<file path="config.mk">
export PLATFORM = sky130hd
export DESIGN_NAME = hdlc_tx_framer
export DESIGN_NICKNAME = d
export VERILOG_FILES = /design/src/rtl/hdlc_tx_pkg.sv /design/src/rtl/hdlc_crc16_ser.sv /design/src/rtl/hdlc_tx_ctrl.sv /design/src/rtl/hdlc_tx_framer.sv
export SDC_FILE = /design/constraint.sdc
export NUM_CORES = 1
export LEC_CHECK = 0
export BUFFER_PORTS_ARGS = -buffer_cell sky130_fd_sc_hd__buf_4
export CAP_MARGIN = 20
export CORE_MARGIN = 3
export CORE_UTILIZATION = 50
export CTS_CLUSTER_DIAMETER = 60
export CTS_CLUSTER_SIZE = 30
export DETAILED_ROUTE_END_ITERATION = 7
export GPL_TIMING_DRIVEN = 0
export PLACE_DENSITY = 0.7
export SLEW_MARGIN = 10
export SYNTH_ARGS = -nofsm -noshare
export SYNTH_HDL_FRONTEND = slang
export SYNTH_SLANG_ARGS = --single-unit
</file>
<file path="constraint.sdc">
create_clock -name clk -period 5.03 [get_ports clk]
set_input_delay 0.7545 -clock clk [delete_from_list [all_inputs] [get_ports clk]]
set_output_delay 0.7545 -clock clk [all_outputs]
set_load 0.01 [all_outputs]
</file>
<file path="src/rtl/hdlc_tx_pkg.sv">
package hdlc_tx_pkg;
  localparam int BYTE_W = 8;
  localparam logic [BYTE_W-1:0] PAT_FLAG = 8'h7E;
  localparam logic [BYTE_W-1:0] PAT_ONES = 8'hFF;
  // zero first, then seven ones (LSB leaves first)
  localparam logic [BYTE_W-1:0] PAT_GOAHEAD = 8'hFE;

  typedef enum logic [2:0] {
    ST_FILL, ST_OPEN, ST_BODY, ST_FCS_LO, ST_FCS_HI, ST_CLOSE, ST_GOAHEAD, ST_ABORT
  } tx_state_e;
endpackage

</file>
<file path="src/rtl/hdlc_crc16_ser.sv">
module hdlc_crc16_ser #(
  parameter logic [15:0] POLY = 16'h8408,
  parameter logic [15:0] INIT = 16'hFFFF
) (
  input  logic        clk,
  input  logic        rst,
  input  logic        clr,
  input  logic        adv,
  input  logic        din,
  output logic [15:0] crc_q,
  output logic [15:0] crc_d
);
  logic fb;

  always_comb begin
    fb    = crc_q[0] ^ din;
    crc_d = {1'b0, crc_q[15:1]} ^ (fb ? POLY : 16'h0000);
  end

  always_ff @(posedge clk) begin
    if (rst || clr) crc_q <= INIT;
    else if (adv)   crc_q <= crc_d;
  end

  // the remainder only moves on body bits
  assert_crc_hold_R6: assert property (@(posedge clk) disable iff (rst)
    (!adv && !clr) |=> $stable(crc_q));
endmodule

</file>
<file path="src/rtl/hdlc_tx_ctrl.sv">
module hdlc_tx_ctrl
  import hdlc_tx_pkg::*;
#(
  parameter int ABORT_LEN = 8,
  parameter int STUFF_RUN = 5
) (
  input  logic              clk,
  input  logic              rst,
  input  logic              bit_en,
  input  logic              idle_ones,
  input  logic              crc_en,
  input  logic              ga_req,
  input  logic              in_valid,
  input  logic [BYTE_W-1:0] in_data,
  input  logic              in_last,
  input  logic              in_abort,
  output logic              in_ready,
  output logic              ser_out,
  output logic              underrun,
  output logic              crc_clr,
  output logic              crc_adv,
  output logic              crc_bit,
  input  logic [15:0]       crc_q,
  input  logic [15:0]       crc_d
);
  localparam int CNT_W = $clog2(ABORT_LEN > BYTE_W ? ABORT_LEN : BYTE_W);
  localparam int RUN_W = $clog2(STUFF_RUN + 1);

  tx_state_e         st;
  logic [BYTE_W-1:0] sh;
  logic [CNT_W-1:0]  cnt;
  logic [RUN_W-1:0]  run;
  logic              last_q, ser_q, undr_q, armed;

  logic in_pkt, body_bit, stuff_now, abort_now, advance, unit_end, need_byte, tx_bit;
  logic [BYTE_W-1:0] fill_pat;

  always_comb begin
    in_pkt    = (st == ST_OPEN) || (st == ST_BODY) || (st == ST_FCS_LO) || (st == ST_FCS_HI);
    body_bit  = (st == ST_BODY) || (st == ST_FCS_LO) || (st == ST_FCS_HI);
    abort_now = in_abort && in_pkt;
    stuff_now = (run == RUN_W'(STUFF_RUN)) && (st != ST_ABORT) && !abort_now;
    advance   = bit_en && !stuff_now && !abort_now;
    unit_end  = advance && (cnt == '0);
    need_byte = unit_end && ((st == ST_OPEN) || ((st == ST_BODY) && !last_q));
    fill_pat  = idle_ones ? PAT_ONES : PAT_FLAG;
    if (stuff_now)                            tx_bit = 1'b0;
    else if (abort_now || (st == ST_ABORT))   tx_bit = 1'b1;
    else                                      tx_bit = sh[0];
  end

  assign in_ready = need_byte;
  assign ser_out  = ser_q;
  assign underrun = undr_q;
  assign crc_clr  = (st == ST_OPEN);
  assign crc_adv  = advance && (st == ST_BODY);
  assign crc_bit  = sh[0];

  always_ff @(posedge clk) begin
    if (rst) begin
      st     <= ST_FILL;
      sh     <= PAT_ONES;
      cnt    <= CNT_W'(BYTE_W - 1);
      run    <= '0;
      last_q <= 1'b0;
      ser_q  <= 1'b1;
      undr_q <= 1'b0;
      armed  <= 1'b0;
    end else begin
      armed  <= 1'b1;
      undr_q <= 1'b0;
      if (bit_en) begin
        ser_q <= tx_bit;
        if (abort_now) begin
          st  <= ST_ABORT;
          cnt <= CNT_W'(ABORT_LEN - 2);
          run <= '0;
        end else if (stuff_now) begin
          run <= '0;
        end else begin
          run <= (body_bit && sh[0]) ? run + RUN_W'(1) : '0;
          if (cnt != '0) begin
            sh  <= {1'b0, sh[BYTE_W-1:1]};
            cnt <= cnt - CNT_W'(1);
          end else begin
            cnt <= CNT_W'(BYTE_W - 1);
            case (st)
              ST_FILL: begin
                if (in_valid) begin
                  st <= ST_OPEN;
                  sh <= PAT_FLAG;
                end else begin
                  sh <= fill_pat;
                end
              end
              ST_OPEN, ST_BODY: begin
                if ((st == ST_BODY) && last_q) begin
                  st <= crc_en ? ST_FCS_LO : ST_CLOSE;
                  sh <= crc_en ? ~crc_d[7:0] : PAT_FLAG;
                end else if (in_valid) begin
                  st     <= ST_BODY;
                  sh     <= in_data;
                  last_q <= in_last;
                end else begin
                  st     <= ST_ABORT;
                  cnt    <= CNT_W'(ABORT_LEN - 1);
                  undr_q <= 1'b1;
                end
              end
              ST_FCS_LO: begin
                st <= ST_FCS_HI;
                sh <= ~crc_q[15:8];
              end
              ST_FCS_HI: begin
                st <= ST_CLOSE;
                sh <= PAT_FLAG;
              end
              ST_CLOSE: begin
                st <= ga_req ? ST_GOAHEAD : ST_FILL;
                sh <= ga_req ? PAT_GOAHEAD : fill_pat;
              end
              default: begin
                st <= ST_FILL;
                sh <= fill_pat;
              end
            endcase
          end
        end
      end
    end
  end

  // the line is frozen across cycles without a bit
  assert_hold_line_R2: assert property (@(posedge clk) disable iff (rst || !armed)
    !$past(bit_en) |-> $stable(ser_q));
  // never more than the stuffing run of body ones is counted
  assert_run_limit_R5: assert property (@(posedge clk) disable iff (rst)
    run <= RUN_W'(STUFF_RUN));
  // every bit of the abort run is a one
  assert_abort_ones_R7: assert property (@(posedge clk) disable iff (rst)
    (st == ST_ABORT && bit_en) |=> ser_q);
  // the underrun flag is a single-cycle pulse
  assert_underrun_pulse_R8: assert property (@(posedge clk) disable iff (rst)
    undr_q |=> !undr_q);
  // bytes are taken only on cycles that carry a bit
  assert_ready_tick_R10: assert property (@(posedge clk) disable iff (rst)
    in_ready |-> bit_en);
endmodule

</file>
<file path="src/rtl/hdlc_tx_framer.sv">
module hdlc_tx_framer #(
  parameter int          ABORT_LEN = 8,
  parameter int          STUFF_RUN = 5,
  parameter logic [15:0] CRC_POLY  = 16'h8408,
  parameter logic [15:0] CRC_INIT  = 16'hFFFF
) (
  input  logic       clk,
  input  logic       rst,
  input  logic       bit_en,
  input  logic       idle_ones,
  input  logic       crc_en,
  input  logic       ga_req,
  input  logic       in_valid,
  input  logic [7:0] in_data,
  input  logic       in_last,
  input  logic       in_abort,
  output logic       in_ready,
  output logic       ser_out,
  output logic       underrun
);
  logic        crc_clr, crc_adv, crc_bit;
  logic [15:0] crc_q, crc_d;

  hdlc_crc16_ser #(.POLY(CRC_POLY), .INIT(CRC_INIT)) u_crc (
    .clk(clk), .rst(rst), .clr(crc_clr), .adv(crc_adv), .din(crc_bit),
    .crc_q(crc_q), .crc_d(crc_d)
  );

  hdlc_tx_ctrl #(.ABORT_LEN(ABORT_LEN), .STUFF_RUN(STUFF_RUN)) u_ctrl (
    .clk(clk), .rst(rst), .bit_en(bit_en), .idle_ones(idle_ones), .crc_en(crc_en),
    .ga_req(ga_req), .in_valid(in_valid), .in_data(in_data), .in_last(in_last),
    .in_abort(in_abort), .in_ready(in_ready), .ser_out(ser_out), .underrun(underrun),
    .crc_clr(crc_clr), .crc_adv(crc_adv), .crc_bit(crc_bit), .crc_q(crc_q), .crc_d(crc_d)
  );
endmodule

</file>
==> impl_metrics.json, run 1 <==
{
  "swShare_pct": 24.89,
  "grt_max_degree": 13,
  "synth_cell_type_count": 64,
  "crit_required_ns": 4.28,
  "yosys_register_bits": 36,
  "path_max_fanout": 10,
  "max_slew.worst_pin.slew_ns": 0.5436,
  "postCtsSetupBuffers": 0,
  "drive_above_1_share_pct": 18.51,
  "overflow": 0,
  "seq_area_frac_synth_pct": 31.34,
  "via_count": 2157,
  "critical_path_depth": 8,
  "dieArea_um2": 5449,
  "viasPerCell": 5.992,
  "synth.top_cells.by_count": "48 x nand2_1, 36 x dfxtp_1, 19 x nand3_1",
  "fmax_mhz": 354.7,
  "cpPeakStageDelay_ns": 0.33,
  "path_class": "flop to primary output",
  "crit_path_end": "in_ready",
  "setup_violations": 0,
  "r2r_setup_slack_ns": 2.92,
  "dpl_worst_slack_ns": 2.543,
  "tns_ns": 0,
  "crit_path_end_kind": "primary output",
  "fin_ws_ns": 2.211,
  "cts_hold_buf": 0,
  "die_w_um": 73.82,
  "place_hpwl_mm": 4.427,
  "synth_edf_count": 0,
  "internal_power_uw": 464.7,
  "worst_clock_skew_ns": 0.01349,
  "grt_usage_pct": 23.49,
  "start_util_pct": 52.45,
  "drv_slew": 0,
  "ioPinCount": 20,
  "wirelength_mm": 5.840,
  "r2r-end": "u_ctrl.sh[3]$_SDFFE_PP1P_",
  "clkPwrFrac_pct": 42.5,
  "nets": 328,
  "syn-cell-area_um2": 2300,
  "cap_viol_max_count": 0,
  "cellPowerDensity_nw_per_um2": 236.9,
  "rows": 24,
  "synth_largest_area_cell": "dfxtp_1",
  "netlist.area_leader.share_pct": 31.34,
  "hold_class": "flop to flop",
  "gp_congestion": 0.9002,
  "rr_worst_depth": 8,
  "cts_tree": "built",
  "core_um2": 4384,
  "cpMostUsedCell": "buf_2",
  "synth_top_flop_cell": "dfxtp_1",
  "grt_pass1_wl_mm": 9.853,
  "crit_start": "u_ctrl.cnt[0]$_SDFFE_PP1P_",
  "outcome": "finished, final reports clean",
  "diodes": 0,
  "cp-start-kind": "flop",
  "cts_buffer_depth": 2,
  "drt_iter0_drc": 193,
  "worstReg2RegStart": "u_ctrl.cnt[0]$_SDFFE_PP1P_",
  "power_frac_comb_pct": 9.8,
  "port_buffers": 18,
  "synthArstFlopShare_pct": 0,
  "cp_top_family": "buffers and inverters",
  "finalCritPeriodShare_pct": 56.04,
  "ctsResizeCount": 0,
  "ir_worst_vdd_mv": 0.1226,
  "worstPathArrival_ns": 2.06,
  "clkLatencyLatePin_ns": 0.30,
  "crit_chain": "inv_1 > ha_1 > nor2b_1 > buf_2 > buf_2 > o21ai_0 > nor3_1 > buf_4",
  "cts-root-buf": "clkbuf_8",
  "crit_buf_inv": 4,
  "yosysWarnings": 0,
  "numCtsBuffers": 5,
  "area_growth_pct": 13.55,
  "slowest_stage": "dfxtp_1",
  "yosysMostFrequentCell": "nand2_1",
  "clk_pin_slew_ns": 0.09,
  "drtPass1Iterations": 4,
  "synth_cells": 282,
  "antenna_found_initial": 0,
  "avgSynthCellArea_um2": 8.155,
  "power_frac_seq_pct": 47.7,
  "postLayoutCoreUtil_pct": 59.56,
  "wire_per_inst_um": 16.22,
  "yosys-top-cells-area": "dfxtp_1 31%, nand2_1 7.8%, nand3_1 4.1%, o21ai_0 3.0%, nor2_1 2.9%",
  "slew_headroom_pct": 63.76,
  "rsz0062_at_grt": "false",
  "cts_htree_levels": 2,
  "power.leakage_uw": 0.001114,
  "finalHoldViolCount": 0,
  "synth_fp_nets": 303,
  "hold_slack_ns": 0.4854,
  "drc_errors": 0,
  "min_period_ns": 2.819,
  "cts_sinks": 36,
  "grt_pass1_vias": 1971,
  "dieHeight_um": 73.82,
  "antenna_left": 0,
  "power.switching_uw": 154.0
}
[registers in the layout, summed over array words and instances, names as in the netlist]
signal and flops:
u_ctrl.sh 8, u_ctrl.run 3, u_crc.crc_q 16, u_ctrl.ser_out 1
u_ctrl.underrun 1, u_ctrl.st 3, u_ctrl.last_q 1, u_ctrl.cnt 3
[metal layers]
layer / track usage, % / part of all wire, % / vias up
met5: 0 / 0 / -
met4: 6.640 / 1.0 / 0
met3: 4.788 / 5.6 / 7
met2: 32.58 / 41 / 58
met1: 35.97 / 52 / 1012
li1: - / - / 1080
[worst reg2reg max path, cell delays in order (launching register included)]
cell,delay [ns]
dfxtp_1,0.33
inv_1,0.08
ha_1,0.24
or3b_1,0.36
clkbuf_1,0.18
nor2_1,0.16
o21ai_0,0.10
a311oi_1,0.42
o311ai_1,0.12
[power groups by stage]
stage	Combinational [uW]	Clock (uW)	Sequential, uW
4_1_cts	60.4	267	295
6_report	60.9	263	295
3_5_place_dp	60.4	0	301
5_1_grt	67.4	277	295
2_1_floorplan	39.9	0	300
3_3_place_gp	59.7	0	301
[through the flow]
stage / instance area [um2] / instances / total power (uW)
after global routing: 2611 / 360 / 639.5
after global placement: 2500 / 352 / 360.8
after CTS: 2611 / 360 / 621.7
after detailed placement: 2500 / 352 / 361.4
after floorplan: 2300 / 282 / 339.6
final: 2611 / 360 / 618.7
[cell usage in the layout, fill, tap and decap left out, types with 2 or more instances in the layout]
cell type  netlist  routed
nand2_1         48      48
dfxtp_1         36      36
buf_4            2      20
nand3_1         19      19
nor2_1          18      18
o21ai_0         14      14
inv_1            9       9
buf_2            9       9
a21oi_1          9       9
nand2b_1         7       7
clkbuf_1         6       6
mux2i_1          6       6
nor2b_1          5       5
o21ai_1          5       5
a2bb2oi_1        5       5
o221ai_1         5       5
and3b_1          5       5
o32ai_1          5       5
clkbuf_8         0       5
nor3b_1          4       4
o211ai_1         4       4
ha_1             4       4
nor3_1           3       3
nand3b_1         3       3
and4b_1          2       2
and2_1           2       2
xnor2_1          2       2
a21boi_2         2       2
and3_1           2       2
a211oi_2         2       2
a221oi_2         2       2
nor4_2           2       2
a211o_1          2       2
nor4b_1          2       2
[cell type report]
cell class / instances / area (um2)
plain buffers: 19 / 97.59
flip-flops and latches: 36 / 720.7
inverters: 10 / 37.54
repair buffers: 18 / 135.1
clock buffers: 5 / 68.82
well taps: 52 / 65.06
fillers: 423 / 1773
clock inverters: 3 / 42.54
multi-input cells: 217 / 1444
[logic make-up after synthesis]
group           synth area share [%]
compound gates                 25.84
xor+xnor                       1.143
fa+ha+maj                      2.176
buf+inv                        5.875
flops                          31.34
mux                            2.612
simple gates                   31.01
[how the worst min path moves through the flow]
stage                     cells after the start                          from  slack (ns)                            to
after floorplan                               2     u_ctrl.sh[4]$_SDFFE_PP1P_        0.44     u_ctrl.sh[4]$_SDFFE_PP1P_
after detailed placement                      2     u_ctrl.sh[4]$_SDFFE_PP1P_        0.47     u_ctrl.sh[4]$_SDFFE_PP1P_
after CTS                                     2   u_crc.crc_q[9]$_SDFFE_PP1P_        0.49   u_crc.crc_q[8]$_SDFFE_PP1P_
final                                         2    u_ctrl.run[1]$_SDFFE_PP0P_        0.49    u_ctrl.run[1]$_SDFFE_PP0P_
after global placement                        2     u_ctrl.sh[4]$_SDFFE_PP1P_        0.46     u_ctrl.sh[4]$_SDFFE_PP1P_
after global routing                          2  u_crc.crc_q[12]$_SDFFE_PP1P_        0.51  u_crc.crc_q[12]$_SDFFE_PP1P_
Power figures use the tool's default switching activity.
==> inputs of run 2 (changes only) <==
- PLACE_DENSITY: 0.7 -> 0.72
- clock period: 5.03 -> 2.3 ns (I/O delays scaled with it)
==> impl_metrics.json, run 2 (synthesis gave the netlist of run 1 again) <==
{
  "hold_slack_ns": 0.2887,
  "nets": 330,
  "wirelength_mm": 5.873,
  "finalHoldViolCount": 0,
  "worstPathArrival_ns": 1.79,
  "drt_iter0_drc": 203,
  "min_period_ns": 2.139,
  "drtPass1Iterations": 5,
  "gp_congestion": 0.8316,
  "max_slew.worst_pin.slew_ns": 0.5820,
  "placedCellCount": 352,
  "fmax_mhz": 467.6,
  "dieHeight_um": 73.82,
  "wire_per_inst_um": 16.22,
  "outcome": "finished, final reports clean",
  "crit_start": "u_ctrl.st[1]$_SDFFE_PP0P_",
  "reg.largest.list": "u_crc.crc_q: 16 flops, u_ctrl.sh: 8 flops",
  "clk_pin_slew_ns": 0.08,
  "start_util_pct": 52.45,
  "top_usage_layer": "met2",
  "power.leakage_uw": 0.001146,
  "drv_slew": 0,
  "grt_usage_pct": 23.09,
  "hold_class": "input pin to flop",
  "via_count": 2213,
  "ir_worst_vdd_mv": 0.3117,
  "viasPerCell": 6.113,
  "crit_path_end_kind": "primary output",
  "dieArea_um2": 5449,
  "drive_above_1_share_pct": 19.35,
  "place_hpwl_mm": 4.347,
  "final_cell_mix": "48 x nand2_1, 36 x dfxtp_1, 23 x buf_4",
  "grt_util_met2_pct": 34.25,
  "path_class": "flop to primary output",
  "finalNonFillerCells": 362,
  "cts_buffer_depth": 2,
  "cellPowerDensity_nw_per_um2": 580.8,
  "grt_pass1_wl_mm": 9.756,
  "worstReg2RegStart": "u_ctrl.cnt[0]$_SDFFE_PP1P_",
  "grt_max_degree": 19,
  "cts_htree_levels": 2,
  "die_w_um": 73.82,
  "cts_hold_buf": 0,
  "min_from": "in_last",
  "antenna_found_initial": 0,
  "numCtsBuffers": 5,
  "drc_errors": 0,
  "cts_tree": "built",
  "tns_ns": 0,
  "crit_required_ns": 1.96,
  "path_max_fanout": 7,
  "worst_clock_skew_ns": 0.008831,
  "rows": 24,
  "cp-start-kind": "flop",
  "overflow": 0,
  "cap_viol_max_count": 0,
  "diodes": 0,
  "largest-register": "u_crc.crc_q",
  "met1_usage_pct": 33.89,
  "core_um2": 4384,
  "port_buffers": 18,
  "num-fill-cells": 396,
  "setup_violations": 0,
  "grt_pass1_vias": 1965,
  "antenna_left": 0,
  "cts_sinks": 36,
  "largest_reg_flops": 16,
  "cts-root-buf": "clkbuf_8",
  "rsz0062_at_grt": "false",
  "clkLatencyLatePin_ns": 0.30,
  "finalCritPeriodShare_pct": 92.98,
  "final_common_cell": "nand2_1",
  "gr-usage-met3_pct": 4.241,
  "area_growth_pct": 16.76,
  "ioPinCount": 20,
  "slew_headroom_pct": 61.20
}
## run 2: power breakdown
group | internal (uW) | switching (uW) | leakage, uW
Clock | 542 | 239 | 0.0000784
Combinational | 61.5 | 72.0 | 0.000775
Sequential | 634 | 10.6 | 0.000293
## run 2: worst max-delay path, cell delays in order, from the launching register on
cell and delay (ns):
dfxtp_1 0.49, nor3b_1 0.41, o21ai_0 0.22, nor3_1 0.22
buf_4 0.15
## run 2: final cells by class
cell class | count | area [um2] | share of cell area (%)
Inverter | 10 | 37.54 | 1.398
Tap cell | 52 | 65.06 | 2.423
Clock inverter | 3 | 90.09 | 3.355
Timing Repair Buffer | 21 | 157.7 | 5.871
Sequential cell | 36 | 720.7 | 26.84
Clock buffer | 5 | 68.82 | 2.563
Multi-Input combinational cell | 217 | 1446 | 53.87
Buffer | 18 | 98.84 | 3.681
## run 2: path summary, 6_finish.rpt
check	endpoint	slack (ns)	cells after the start
hold reg to reg	u_ctrl.ser_out$_SDFFE_PP1P_	0.48	2
hold / removal	u_ctrl.last_q$_SDFFE_PP0P_	0.29	3
setup / recovery	in_ready	0.16	4
setup reg to reg	u_ctrl.sh[3]$_SDFFE_PP1P_	0.23	8
## run 2: through the flow
step	total power [uW]	utilization [%]	instance area, um2	setup WS [ns]
2_1_floorplan	742.6	-	2300	0.4989
6_report	1560	61.24	2685	0.1614
5_1_grt	1606	61.24	2685	0.04652
3_5_place_dp	789.9	57.02	2500	0.2184
3_3_place_gp	788.3	57.02	2500	0.2583
4_1_cts	1566	60.59	2656	0.1110
## run 2: what timing repair did
item                       CTS  global route
resized for setup            1             2
pin swaps                    0             1
gates cloned                 0             0
setup endpoints to repair    1             1
setup buffers                0             3
## run 2: layer usage
metal	routed length (um)	vias up
li1	-	1083
met1	2809	1034
met2	2620	87
met3	364	9
met4	78	0
met5	0	-
==> inputs of run 3 (changes only) <==
- CORE_ASPECT_RATIO: default -> 0.7
- HOLD_SLACK_MARGIN: default -> 0.03
- REMOVE_ABC_BUFFERS: default -> 1
==> impl_metrics.json, run 3 (synthesis gave the netlist of run 1 again) <==
{
  "dieArea_um2": 5462,
  "gp_congestion": 0.8044,
  "r2r_setup_slack_ns": 0.22,
  "postLayoutCoreUtil_pct": 62.05,
  "crit_path_end_kind": "primary output",
  "wirelength_mm": 5.802,
  "grt_usage_pct": 22.39,
  "worstPathArrival_ns": 1.74,
  "whs_path_depth": 3,
  "gr-usage-met3_pct": 6.983,
  "drt_iter0_drc": 154,
  "antenna_left": 0,
  "hold_class": "input pin to flop",
  "antenna_found_initial": 0,
  "clkLatencyLatePin_ns": 0.29,
  "drive_above_1_share_pct": 19.86,
  "cellPowerDensity_nw_per_um2": 518.8,
  "cp-start-kind": "flop",
  "met1_usage_pct": 36.26,
  "worst_clock_skew_ns": 0.002766,
  "worstReg2RegStart": "u_ctrl.cnt[0]$_SDFFE_PP1P_",
  "overflow": 0,
  "fin_ws_ns": 0.2151,
  "drv_slew": 0,
  "largest_reg_flops": 16,
  "diodes": 0,
  "largest-register": "u_crc.crc_q",
  "ioPinCount": 20,
  "fmax_mhz": 479.6,
  "r2r-end": "u_ctrl.sh[3]$_SDFFE_PP1P_",
  "crit_required_ns": 1.96,
  "power.leakage_uw": 0.001082,
  "clk_pin_slew_ns": 0.07,
  "cts_tree": "built",
  "cts_buffer_depth": 2,
  "path_max_fanout": 26,
  "outcome": "finished, final reports clean",
  "dpl_worst_slack_ns": -0.4348,
  "start_util_pct": 55.28,
  "grt_pass1_vias": 1884,
  "rsz0062_at_grt": "false",
  "ir_worst_vdd_mv": 0.6259,
  "wire_per_inst_um": 16.87,
  "path_class": "flop to primary output",
  "cap_viol_max_count": 0,
  "power_uw": 1339,
  "top_usage_layer": "met1",
  "die_w_um": 87.06,
  "min_from": "in_last",
  "slowest_stage": "dfxtp_4",
  "min_period_ns": 2.085,
  "slew_headroom_pct": 55.45,
  "place_hpwl_mm": 4.078,
  "rr_worst_depth": 7,
  "nets": 312,
  "viasPerCell": 6.064,
  "drtPass1Iterations": 4,
  "max_slew.worst_pin.slew_ns": 0.6682,
  "cpPeakStageDelay_ns": 0.51,
  "rows": 19,
  "crit_buf_inv": 1,
  "final_cell_mix": "47 x nand2_1, 32 x dfxtp_1, 21 x buf_4",
  "reg.largest.list": "u_crc.crc_q: 16 flops, u_ctrl.sh: 8 flops",
  "cts_htree_levels": 2,
  "grt_util_met2_pct": 27.75,
  "core_um2": 4160,
  "finalHoldViolCount": 0,
  "finalCritPeriodShare_pct": 90.65,
  "cts_sinks": 36,
  "min_to": "u_ctrl.last_q$_SDFFE_PP0P_",
  "setup_violations": 0,
  "drc_errors": 0,
  "cts_hold_buf": 0,
  "area_growth_pct": 12.24,
  "grt_pass1_wl_mm": 9.687,
  "final_common_cell": "nand2_1",
  "cts-root-buf": "clkbuf_8",
  "grt_max_degree": 27,
  "hold_slack_ns": 0.2987,
  "via_count": 2086,
  "dieHeight_um": 62.74,
  "cp_top_family": "simple AND/OR/NAND/NOR gates",
  "numCtsBuffers": 5,
  "port_buffers": 19,
  "crit_chain": "nor2b_4 > o21ai_0 > nor3_1 > buf_4"
}
[run 3: changes by cell type in the layout (fill, tap and decap cells not counted), sizes merged]
cell	delta
bufinv	-2
clkinvlp	+1
buf	-12
clkinv	+1
clkbuf	-6
[run 3: through the flow]
stage	std cells	TNS, ns	cell area, um2
2_1_floorplan	263	0	2202
3_3_place_gp	334	-4.226	2410
3_5_place_dp	334	-5.394	2410
4_1_cts	342	0	2539
5_1_grt	344	0	2581
6_report	344	0	2581
[run 3: routing by layer]
metal,up-vias,share of wire [%]
met5,-,0
met3,4,6.5
met1,986,55
met2,47,38
li1,1049,-
met4,0,0.64
[run 3: worst reg2reg max path: stages, from the launching register on]
cell	delay, ns
dfxtp_1	0.33
inv_1	0.08
ha_1	0.24
or3b_1	0.49
nor2_1	0.17
o21ai_0	0.12
a311oi_1	0.40
o311ai_1	0.13
[run 3: repair_timing]
action                     in CTS  in global routing
buffers inserted                0                  2
setup endpoints to repair      29                 19
hold endpoints to repair        0                  0
pin swaps                       0                  0
resized for setup               6                  9
[run 3: layout make-up]
| class | instances | area [um2] |
|---|---|---|
| fillers | 367 | 1579 |
| multi-input cells | 217 | 1479 |
| flip-flops and latches | 36 | 730.7 |
| repair buffers | 21 | 157.7 |
| clock buffers | 5 | 68.82 |
| well taps | 52 | 65.06 |
| clock inverters | 3 | 42.54 |
| inverters | 10 | 37.54 |
[run 3: how the worst max path moves through the flow]
stage                                          start                          to  slack (ns)  depth (start not counted)
after global placement     u_ctrl.st[0]$_SDFFE_PP0P_                    in_ready       -0.36                          4
after global routing       u_ctrl.st[0]$_SDFFE_PP0P_                    in_ready        0.05                          4
final                      u_ctrl.st[0]$_SDFFE_PP0P_                    in_ready        0.22                          4
after CTS                 u_ctrl.cnt[0]$_SDFFE_PP1P_                    in_ready        0.02                          6
after floorplan           u_ctrl.cnt[0]$_SDFFE_PP1P_                    in_ready        0.12                          5
after detailed placement   u_ctrl.st[0]$_SDFFE_PP0P_  u_ctrl.last_q$_SDFFE_PP0P_       -0.43                          5
[run 3: report_power, final]
group / internal [uW] / switching, uW / total, uW
sequential: 632 / 12.4 / 644
combinational: 60.0 / 70.3 / 130
clock: 321 / 244 / 565
